===== src/rtl/cw_pkg.sv =====
package cw_pkg;
  localparam int HOP_W       = 32;
  localparam int SER_W       = 32;
  localparam int SER_SHORT_W = 28;
  localparam int BTN_W       = 4;
  localparam int SEED_W      = 60;
  localparam int QUE_W       = 2;
  localparam int CRC_W       = 2;

  localparam int BODY_W    = HOP_W + SER_W;
  localparam int BODY_AW   = $clog2(BODY_W);
  localparam int CRC_COVER = BODY_W + 1;
  localparam int LEN_BASE  = CRC_COVER + CRC_W;
  localparam int LEN_MAX   = LEN_BASE + QUE_W;
  localparam int IDX_W     = $clog2(LEN_MAX + 1);

  typedef struct packed {
    logic [HOP_W-1:0]  hop;
    logic [SER_W-1:0]  serial;
    logic [SEED_W-1:0] seed;
    logic [BTN_W-1:0]  btn;
    logic              vlow;
    logic [QUE_W-1:0]  que;
    logic              full_ser;
    logic              seed_mode;
  } cw_fields_t;

  // Function code order from the low end: S3, S0, S1, S2
  function automatic logic [BTN_W-1:0] func_code(input logic [BTN_W-1:0] b);
    return {b[2], b[1], b[0], b[3]};
  endfunction
endpackage


===== src/rtl/cw_seq.sv =====
module cw_seq
  import cw_pkg::*;
(
  input  logic             clk,
  input  logic             rst_n,
  input  logic             ld_valid,
  input  logic             out_ready,
  input  logic [IDX_W-1:0] len_in,
  output logic             busy,
  output logic             ld_ready,
  output logic             load,
  output logic             step,
  output logic             last,
  output logic [IDX_W-1:0] idx,
  output logic [IDX_W-1:0] len_q
);
  assign ld_ready = !busy;
  assign load     = ld_valid && !busy;
  assign step     = busy && out_ready;
  assign last     = busy && (idx == len_q - 1'b1);

  always_ff @(posedge clk or negedge rst_n) begin
    if (!rst_n) begin
      busy  <= 1'b0;
      idx   <= '0;
      len_q <= '0;
    end else if (load) begin
      busy  <= 1'b1;
      idx   <= '0;
      len_q <= len_in;
    end else if (step) begin
      if (last) busy <= 1'b0;
      else      idx  <= idx + 1'b1;
    end
  end

  AST_STALL_HOLDS: assert property (@(posedge clk) disable iff (!rst_n)
    busy && !out_ready |=> busy && $stable(idx));
  AST_IDX_BELOW_LEN: assert property (@(posedge clk) disable iff (!rst_n)
    busy |-> idx < len_q);
  AST_LAST_RELEASES: assert property (@(posedge clk) disable iff (!rst_n)
    step && last |=> !busy);
  AST_LEN_LEGAL: assert property (@(posedge clk) disable iff (!rst_n)
    busy |-> (len_q == IDX_W'(LEN_BASE)) || (len_q == IDX_W'(LEN_MAX)));
endmodule


===== src/rtl/cw_crc2.sv =====
module cw_crc2
  import cw_pkg::*;
(
  input  logic             clk,
  input  logic             rst_n,
  input  logic             clear,
  input  logic             en,
  input  logic             d,
  output logic [CRC_W-1:0] crc
);
  always_ff @(posedge clk or negedge rst_n) begin
    if (!rst_n)      crc <= '0;
    else if (clear)  crc <= '0;
    else if (en)     crc <= {crc[0] ^ d, crc[0] ^ d ^ crc[1]};
  end

  AST_CRC_CLEARED: assert property (@(posedge clk) disable iff (!rst_n)
    clear |=> crc == '0);
  AST_CRC_IDLE_HOLD: assert property (@(posedge clk) disable iff (!rst_n)
    !clear && !en |=> $stable(crc));
endmodule


===== src/rtl/cw_bitsel.sv =====
module cw_bitsel
  import cw_pkg::*;
(
  input  cw_fields_t       f,
  input  logic [IDX_W-1:0] idx,
  input  logic [CRC_W-1:0] crc,
  output logic             bit_o
);
  logic [SER_W-1:0]  fixed_part;
  logic [BODY_W-1:0] body;

  always_comb begin
    fixed_part = f.full_ser ? f.serial
                            : {func_code(f.btn), f.serial[SER_SHORT_W-1:0]};
    body = f.seed_mode ? {{BTN_W{1'b1}}, f.seed} : {fixed_part, f.hop};
    if (idx < IDX_W'(BODY_W)) begin
      bit_o = body[idx[BODY_AW-1:0]];
    end else begin
      unique case (idx)
        IDX_W'(BODY_W):     bit_o = f.vlow;
        IDX_W'(BODY_W + 1): bit_o = crc[0];
        IDX_W'(BODY_W + 2): bit_o = crc[1];
        IDX_W'(BODY_W + 3): bit_o = f.que[0];
        IDX_W'(BODY_W + 4): bit_o = f.que[1];
        default:            bit_o = 1'b0;
      endcase
    end
  end
endmodule


===== src/rtl/codeword_serializer.sv =====
module codeword_serializer
  import cw_pkg::*;
(
  input  logic              clk,
  input  logic              rst_n,
  input  logic              ld_valid,
  output logic              ld_ready,
  input  logic [HOP_W-1:0]  in_hop,
  input  logic [SER_W-1:0]  in_serial,
  input  logic [SEED_W-1:0] in_seed,
  input  logic [BTN_W-1:0]  in_btn,
  input  logic              in_vlow,
  input  logic [QUE_W-1:0]  in_queue,
  input  logic              cfg_full_serial,
  input  logic              cfg_queue_en,
  input  logic              cfg_seed,
  output logic              out_valid,
  input  logic              out_ready,
  output logic              out_bit,
  output logic              out_last,
  output logic [IDX_W-1:0]  out_len
);
  cw_fields_t       fields_q;
  logic             busy, load, step, last;
  logic [IDX_W-1:0] idx, len_q, len_in;
  logic [CRC_W-1:0] crc;
  logic             crc_en;

  assign len_in = cfg_queue_en ? IDX_W'(LEN_MAX) : IDX_W'(LEN_BASE);

  always_ff @(posedge clk or negedge rst_n) begin
    if (!rst_n) begin
      fields_q <= '0;
    end else if (load) begin
      fields_q.hop       <= in_hop;
      fields_q.serial    <= in_serial;
      fields_q.seed      <= in_seed;
      fields_q.btn       <= in_btn;
      fields_q.vlow      <= in_vlow;
      fields_q.que       <= cfg_queue_en ? in_queue : '0;
      fields_q.full_ser  <= cfg_full_serial;
      fields_q.seed_mode <= cfg_seed;
    end
  end

  cw_seq u_seq (
    .clk(clk), .rst_n(rst_n), .ld_valid(ld_valid), .out_ready(out_ready),
    .len_in(len_in), .busy(busy), .ld_ready(ld_ready), .load(load),
    .step(step), .last(last), .idx(idx), .len_q(len_q)
  );

  cw_bitsel u_sel (.f(fields_q), .idx(idx), .crc(crc), .bit_o(out_bit));

  assign crc_en = step && (idx < IDX_W'(CRC_COVER));

  cw_crc2 u_crc (
    .clk(clk), .rst_n(rst_n), .clear(load), .en(crc_en), .d(out_bit), .crc(crc)
  );

  assign out_valid = busy;
  assign out_last  = last;
  assign out_len   = len_q;

  AST_FIELDS_HELD: assert property (@(posedge clk) disable iff (!rst_n)
    busy |=> $stable(fields_q));
  AST_BIT_STABLE_STALL: assert property (@(posedge clk) disable iff (!rst_n)
    out_valid && !out_ready |=> out_valid && $stable(out_bit) && $stable(out_last));
  AST_CRC_FROZEN_TAIL: assert property (@(posedge clk) disable iff (!rst_n)
    busy && (idx >= IDX_W'(CRC_COVER)) |=> $stable(crc));
  AST_NO_LOAD_WHILE_BUSY: assert property (@(posedge clk) disable iff (!rst_n)
    out_valid |-> !ld_ready);
endmodule


===== config.mk =====
export PLATFORM = sky130hd
export DESIGN_NAME = codeword_serializer
export DESIGN_NICKNAME = d
export VERILOG_FILES = /design/src/rtl/cw_pkg.sv /design/src/rtl/cw_seq.sv /design/src/rtl/cw_crc2.sv /design/src/rtl/cw_bitsel.sv /design/src/rtl/codeword_serializer.sv
export SDC_FILE = /design/constraint.sdc
export NUM_CORES = 1
export LEC_CHECK = 0
export BUFFER_PORTS_ARGS = -buffer_cell sky130_fd_sc_hd__buf_2
export CAP_MARGIN = 40
export CORE_MARGIN = 10
export CORE_UTILIZATION = 28
export CTS_BUF_LIST = sky130_fd_sc_hd__clkbuf_4 sky130_fd_sc_hd__clkbuf_8
export DETAILED_ROUTE_END_ITERATION = 8
export PLACE_DENSITY = 0.56
export SLEW_MARGIN = 20
export SYNTH_ARGS = -nofsm -noshare
export SYNTH_HDL_FRONTEND = slang
export SYNTH_SLANG_ARGS = --single-unit

===== constraint.sdc =====
create_clock -name clk -period 6.3 [get_ports clk]
set_input_delay 0.315 -clock clk [delete_from_list [all_inputs] [get_ports clk]]
set_output_delay 0.315 -clock clk [all_outputs]
set_load 0.02 [all_outputs]

Yosys cells after proc, flatten, opt, wreduce, memory -nomap -nowiden

Index checks and enable logic that the tools add are counted.
W data, S select, Z words.

Register bits after elaboration: 150
Output and inout port bits: 11
Word-level logic and storage cells: 52

Add/sub/neg operators: 2
Magnitude comparators: 3
Equality and inequality tests: 7
Muxes and demuxes: 16
Bitwise operators: 2
Reductions and logical operators: 10

Operator list:

| cell                  | number |
|---|---|
| $mux W64              | 1 |
| $eq A7 B7 Y1 const B  | 5 |
| $mux W32              | 1 |
| $mux W7               | 3 |
| $lt A7 B7 Y1 const B  | 2 |
| $add A7 B1 Y7 const B | 1 |
| $eq A7 B7 Y1          | 1 |
| $lt A6 B7 Y1 const B  | 1 |
| $sub A7 B1 Y7 const B | 1 |
| $bmux W1 S6           | 1 |
| $mux W2               | 3 |
| $reduce_bool A2 Y1    | 3 |
| $mux W1               | 5 |
| $pmux W1 S5           | 1 |
| $logic_and A1 B1 Y1   | 4 |
| $reduce_and A2 Y1     | 2 |
| $mux W3               | 1 |
| $ne A2 B1 Y1 const B  | 1 |
| $xor A1 B1 Y1         | 2 |
| $logic_not A1 Y1      | 1 |

Depth between registers and ports, before layout

Depth after elaboration: 9
Mapped depth: 11
Depth with buffers taken out: 10

Cells and area by module

A second synthesis with hierarchy kept.

Cells, all modules: 508
Area total of the unflattened synthesis: 7405.9 µm²

By module, submodules not included:

| module              | instances | cells each | area an instance (µm²) | sequential area each (µm²) |
|---|---|---|---|---|
| codeword_serializer | 1         | 292        | 5158.7                 | 3328.2 |
| cw_bitsel           | 1         | 111        | 1262.5                 | 0.0 |
| cw_seq              | 1         | 95         | 882.1                  | 375.4 |
| cw_crc2             | 1         | 10         | 102.6                  | 50.0 |

Worst setup path before layout

OpenSTA, ideal clock, no wires.

Kind: register to register
Start point: register u_seq.idx[0]
End point: register u_crc.crc[1]
Arrival: 2446 ps
Required time: 6169 ps
Setup slack: 3723 ps
Cell stages (with the launch flop): 12
Path buffers: 2
Cells stage by stage: dfrtp_1 buf_2 buf_2 inv_1 ha_1 a222oi_1 o21ai_0 a22oi_1 nor2_1 a211oi_2 a211oi_1 or3b_1

Longest elaborated chain between the ends: 6
Elaborated cells between the ends (all ways): 16

Ends and longest elaborated chain:

| element                                                      | RTL line                         | text |
|---|---|---|
| start, declared                                              | cw_seq.sv:14                     | `output logic [IDX_W-1:0] idx,` |
| start signal, assigned                                       | cw_seq.sv:33                     | `else idx <= idx + 1'b1;` |
| $bmux W1 S6 or $eq A7 B7 Y1 (tied branches)                  | cw_bitsel.sv:17, cw_bitsel.sv:19 |  |
| $mux W1 (implied by the code) or $pmux W1 S5 (tied branches) | cw_bitsel.sv:17, cw_bitsel.sv:19 |  |
| $mux W1                                                      | cw_bitsel.sv:16                  | `if (idx < IDX_W'(BODY_W)) begin` |
| $xor A1 B1 Y1                                                | cw_crc2.sv:14                    | `else if (en) crc <= {crc[0] ^ d, crc[0] ^ d ^ crc[1]};` |
| $mux W2                                                      | cw_crc2.sv:14                    |  |
| $mux W2                                                      | cw_crc2.sv:13                    | `else if (clear) crc <= '0;` |
| end signal, assigned                                         | cw_crc2.sv:14                    |  |
| end, declared                                                | cw_crc2.sv:9                     | `output logic [CRC_W-1:0] crc` |

Parallel ways exist; a longest one is shown, timed or not. The select of a mux whose other input is x is not followed.
A chain may end at the register's enable or synchronous reset.

Worst setup path in the final report

Start point: register fields_q[0] (netlist bit)
End point: output port out_bit

Longest elaborated chain between the ends: 4

Ends and longest elaborated chain:

| element                       | RTL line                  | text |
|---|---|---|
| start, declared               | codeword_serializer.sv:23 | `cw_fields_t fields_q;` |
| $mux W64                      | cw_bitsel.sv:15           | `body = f.seed_mode ? {{BTN_W{1'b1}}, f.seed} : {fixed_part, f.hop};` |
| $bmux W1 S6                   | cw_bitsel.sv:17           | `bit_o = body[idx[BODY_AW-1:0]];` |
| $mux W1 (implied by the code) | cw_bitsel.sv:17           |  |
| $mux W1                       | cw_bitsel.sv:16           |  |
| end, declared                 | codeword_serializer.sv:19 | `output logic out_bit,` |

No other way between the ends. The select of a mux whose other input is x is not followed.

==> results by stage <==
Critical path:
- STA classifies the critical path endpoint as a primary output.
- Along the worst path, the maximum fanout reaches 26.
- STA puts the critical path data required time at 5.98 ns.
- The critical path in this run is classified as reg2out.
- The data arrival time of the critical path is 3.49 ns.
- STA classifies the critical path startpoint as a register.

Power and ir drop:
- Per report_power, the clock group accounts for 18.8% of the total.
- The maximum resistive drop on vdd is 0.000135 V.
- Total power for the finished layout comes to 3.87 mW.
- The switching part of the total power is 38.3%.
- The power density over cell area is 456 mW/mm².
- The internal power of the cells totals 2.39 mW.
- The fraction of power consumed by sequential logic is 44.3%.
- Summed over all cells, the static leakage comes to 4.40 nW.
- The total net switching power is 1.48 mW.
- The combinational share of power is 37.0%.

Floorplanning:
- Once the floorplan was initialized, standard cells occupied 28.7% of the core.
- The count of pins on the block boundary is 149.
- The area of the core is 0.0245 mm².
- The die outline height is 178 µm.
- After floorplanning, the core was divided into 57 placement rows.
- Measured along the x axis, the die boundary spans 178 µm.
- The floorplan step defined a die boundary enclosing 0.0318 mm².

Logic synthesis:
- A synthesized cell averages 8.88 µm².
- By area the synthesized netlist is led by dfrtp_1 (52%), nand2_1 (23%), mux4_2 (6.4%), mux2i_1 (4.1%), clkbuf_1 (1.6%).
- In this run the cell area of the synthesized design comes to 0.00702 mm².
- The top-area cell type share of the netlist area is 52.0%.
- Yosys mapped a number of flops with a built-in enable equal to 0.
- The most common cell in the synthesized netlist is nand2_1.
- The number of register bits inferred by synthesis is 146.
- The synthesized netlist contains 46 unique library cells.
- Synthesis produced a netlist whose cell count is 791.
- The Yosys warning count is 0.
- By count the netlist is led by nand2_1 (422), dfrtp_1 (146), clkbuf_1 (30).
- The share of async-settable or async-resettable flops after synthesis is 100%.
- Sequential elements use 52.0% of the synthesized area.
- In the synthesized netlist the dominant register cell turns out to be dfrtp_1.
- Summed over all instances, the cell type with the most area after synthesis is dfrtp_1.

Timing:
- The final max-slew violation count was 0.
- For the final routed database, the setup TNS stands at 0 ns.
- Setup violations remaining at the end of the flow were counted as 0.
- At the pin with the least slew margin, the transition time is 0.768 ns.
- Measured against its own limit, the worst slew margin works out to 48.8%.
- The clock period minus final worst setup slack is 3.80 ns.
- After layout, the worst path uses 60.4% of the clock period.
- Static timing analysis puts the maximum clock frequency at 263 MHz.
- The number of hold-slack violations in the final timing report is 0.
- The largest clock skew in the final design is 0.0110 ns.
- Setup repair after global routing left no endpoint under its margin.

Placement:
- Buffers placed on the I/O ports in this run total 145.
- Detailed placement ended at an HPWL of 14800 µm.
- At the end of routability-driven placement, the weighted congestion stood at 0.813.
- After detailed placement, the design holds a cell count of 1222.

Final layout:
- Cells with a size suffix above 1 make up 23.2% of the layout.
- The number of antenna cells inserted is 0.
- The final net count is 1063.
- The layout overhead on the synthesized area is 20.8%.
- The non-filler instance count after layout is 1256.

Route:
- Once detail routing completed, the nets flagged for antenna violations numbered 0.
- The remaining routing DRC violations is 0.
- The total vias in the final route is 5623.
- Dividing the detail-routed via count by the number of cells gives 4.48.
- The violation count after the first detailed-routing iteration is 313.
- Before antenna repair, the detailed router went through 6 iterations.
- After detailed routing, the average wire length per cell comes to 16.1 µm.
- The final layout contains routed wiring with a total length of 20200 µm.

Clock network:
- The clock sink total is 146.
- Clock tree synthesis inserted a total of 17 buffers.
- After clock tree synthesis, the setup repair step added 0 buffers.
- After clock tree synthesis, the repair step resized 0 gates.
- The tree is rooted in a clkbuf_8.
- Buffers inserted to repair hold after CTS numbered 1.
- The later pin in the worst-skew pair is clocked with a latency of 0.45 ns.
- The H-tree level count is 4.
- The clock tree from TritonCTS is yes.
- After clock tree synthesis, the clock-pin slew on the worst setup and hold paths is 0.09 ns.
- The number of buffers between clock root and the deepest sink is 2.

Global routing:
- The number of antenna violations at the first check in global routing is 1.
- The number of global-route vias before repair is 5859.
- Entering global routing, the biggest net connects 80 pins.
- The total overflow reported by the global router is 0.
- The first-pass GRT wire length is 31900 µm.
- Global routing used 12.8% of the available tracks.

Outcome:
- The flow ran to the end, and the final reports show no timing, DRC or antenna violations.

Flow run:
- The max-capacitance violation count is 0.

Hold path:
- The path category of the worst min-delay check is in2reg.
## power groups by stage
stage | Combinational, mW | Clock, mW | Sequential (mW)
after floorplan | 1.16 | 0 | 1.56
after global placement | 1.37 | 0 | 1.76
after detailed placement | 1.45 | 0 | 1.73
after CTS | 1.45 | 0.752 | 1.72
after global routing | 1.63 | 0.789 | 1.78
final | 1.43 | 0.727 | 1.71
## cells in the final DEF, fill, tap and decap left out, types with 2 or more instances in the layout
cell type and n:
clkinv_4 3, xnor2_1 2, clkbuf_8 17, clkbuf_4 2, nor2b_1 7, a211oi_1 3, clkinvlp_4 3, nand2_1 421
bufinv_16 2, nor2_1 17, and2_1 4, xor2_1 7, nand3_1 17, buf_2 144, buf_4 6, mux2_2 2
nand4_1 3, or3_1 2, mux4_2 20, inv_1 8, dfrtp_1 145, o21ai_0 5, buf_16 2, nor3_1 4
a21oi_1 3, ha_1 6, nand2b_1 3, mux2i_1 29, clkinv_2 4, conb_1 3, a22oi_1 7, o2111ai_1 3
and3_1 3
## through the flow
step                utilization [%]  cell area, µm²  worst slack [ns]  hold slack (ns)
floorplan                         -            7030              3.72           0.0194
global placement               32.7            8000              2.95            0.455
detailed placement             32.9            8060              2.91            0.176
CTS                            34.6            8450              2.37           0.0103
global route                   34.7            8480              2.19           0.0205
finish                         34.7            8480              2.50           0.0412
## final timing paths
kind                               startpoint            to  slack, ns  depth (start not counted)
worst min-delay path            in_serial[29]  fields_q[98]       0.04                          3
worst max register to register    fields_q[0]  u_crc.crc[1]       3.02                          7
max in group asynchronous               rst_n  fields_q[91]       4.87                          5
min in group asynchronous               rst_n  fields_q[76]       0.27                          2
worst min register to register   fields_q[40]  fields_q[40]       0.47                          2
worst max-delay path              fields_q[0]       out_bit       2.50                          7
## sequential cells by signal, summed over array words and instances (netlist names)
signal / cells
fields_q: 133
u_crc.crc: 2
u_seq.busy: 1
u_seq.len_q: 3
u_seq.idx: 7
## layer usage
layer	wire length, µm	vias up	global-route usage (%)
li1	-	2808	-
met1	9510	2681	17.3
met2	9500	116	19.8
met3	976	16	3.42
met4	246	2	3.62
met5	7	-	0
## area by class of cell
cell class,instances,area [µm²]
Clock buffer,19,249
Timing Repair Buffer,156,877
Inverter,9,33.8
Multi-Input combinational cell,589,3120
Tap cell,324,405
Clock inverter,13,138
Fill cell,2590,16000
Sequential cell,146,3650
## cells by family after synthesis
logic type	Yosys count	share of synthesized area (%)
simple gates	486	27.3
buf+inv	58	3.78
mux	51	10.9
fa+ha+maj	6	1.07
flops	146	52.0
other cells	1	0.0534
xor+xnor	9	1.12
compound gates	34	3.72
## critical path, stage by stage (launching register included)
cell and delay [ns]:
dfrtp_2 0.79, buf_4 0.50, mux4_2 0.57, o2111ai_1 0.22, nand4_1 0.18, a211oi_2 0.40, nand2_1 0.16, buf_2 0.19
No activity file was read; power rests on OpenSTA's default activity.
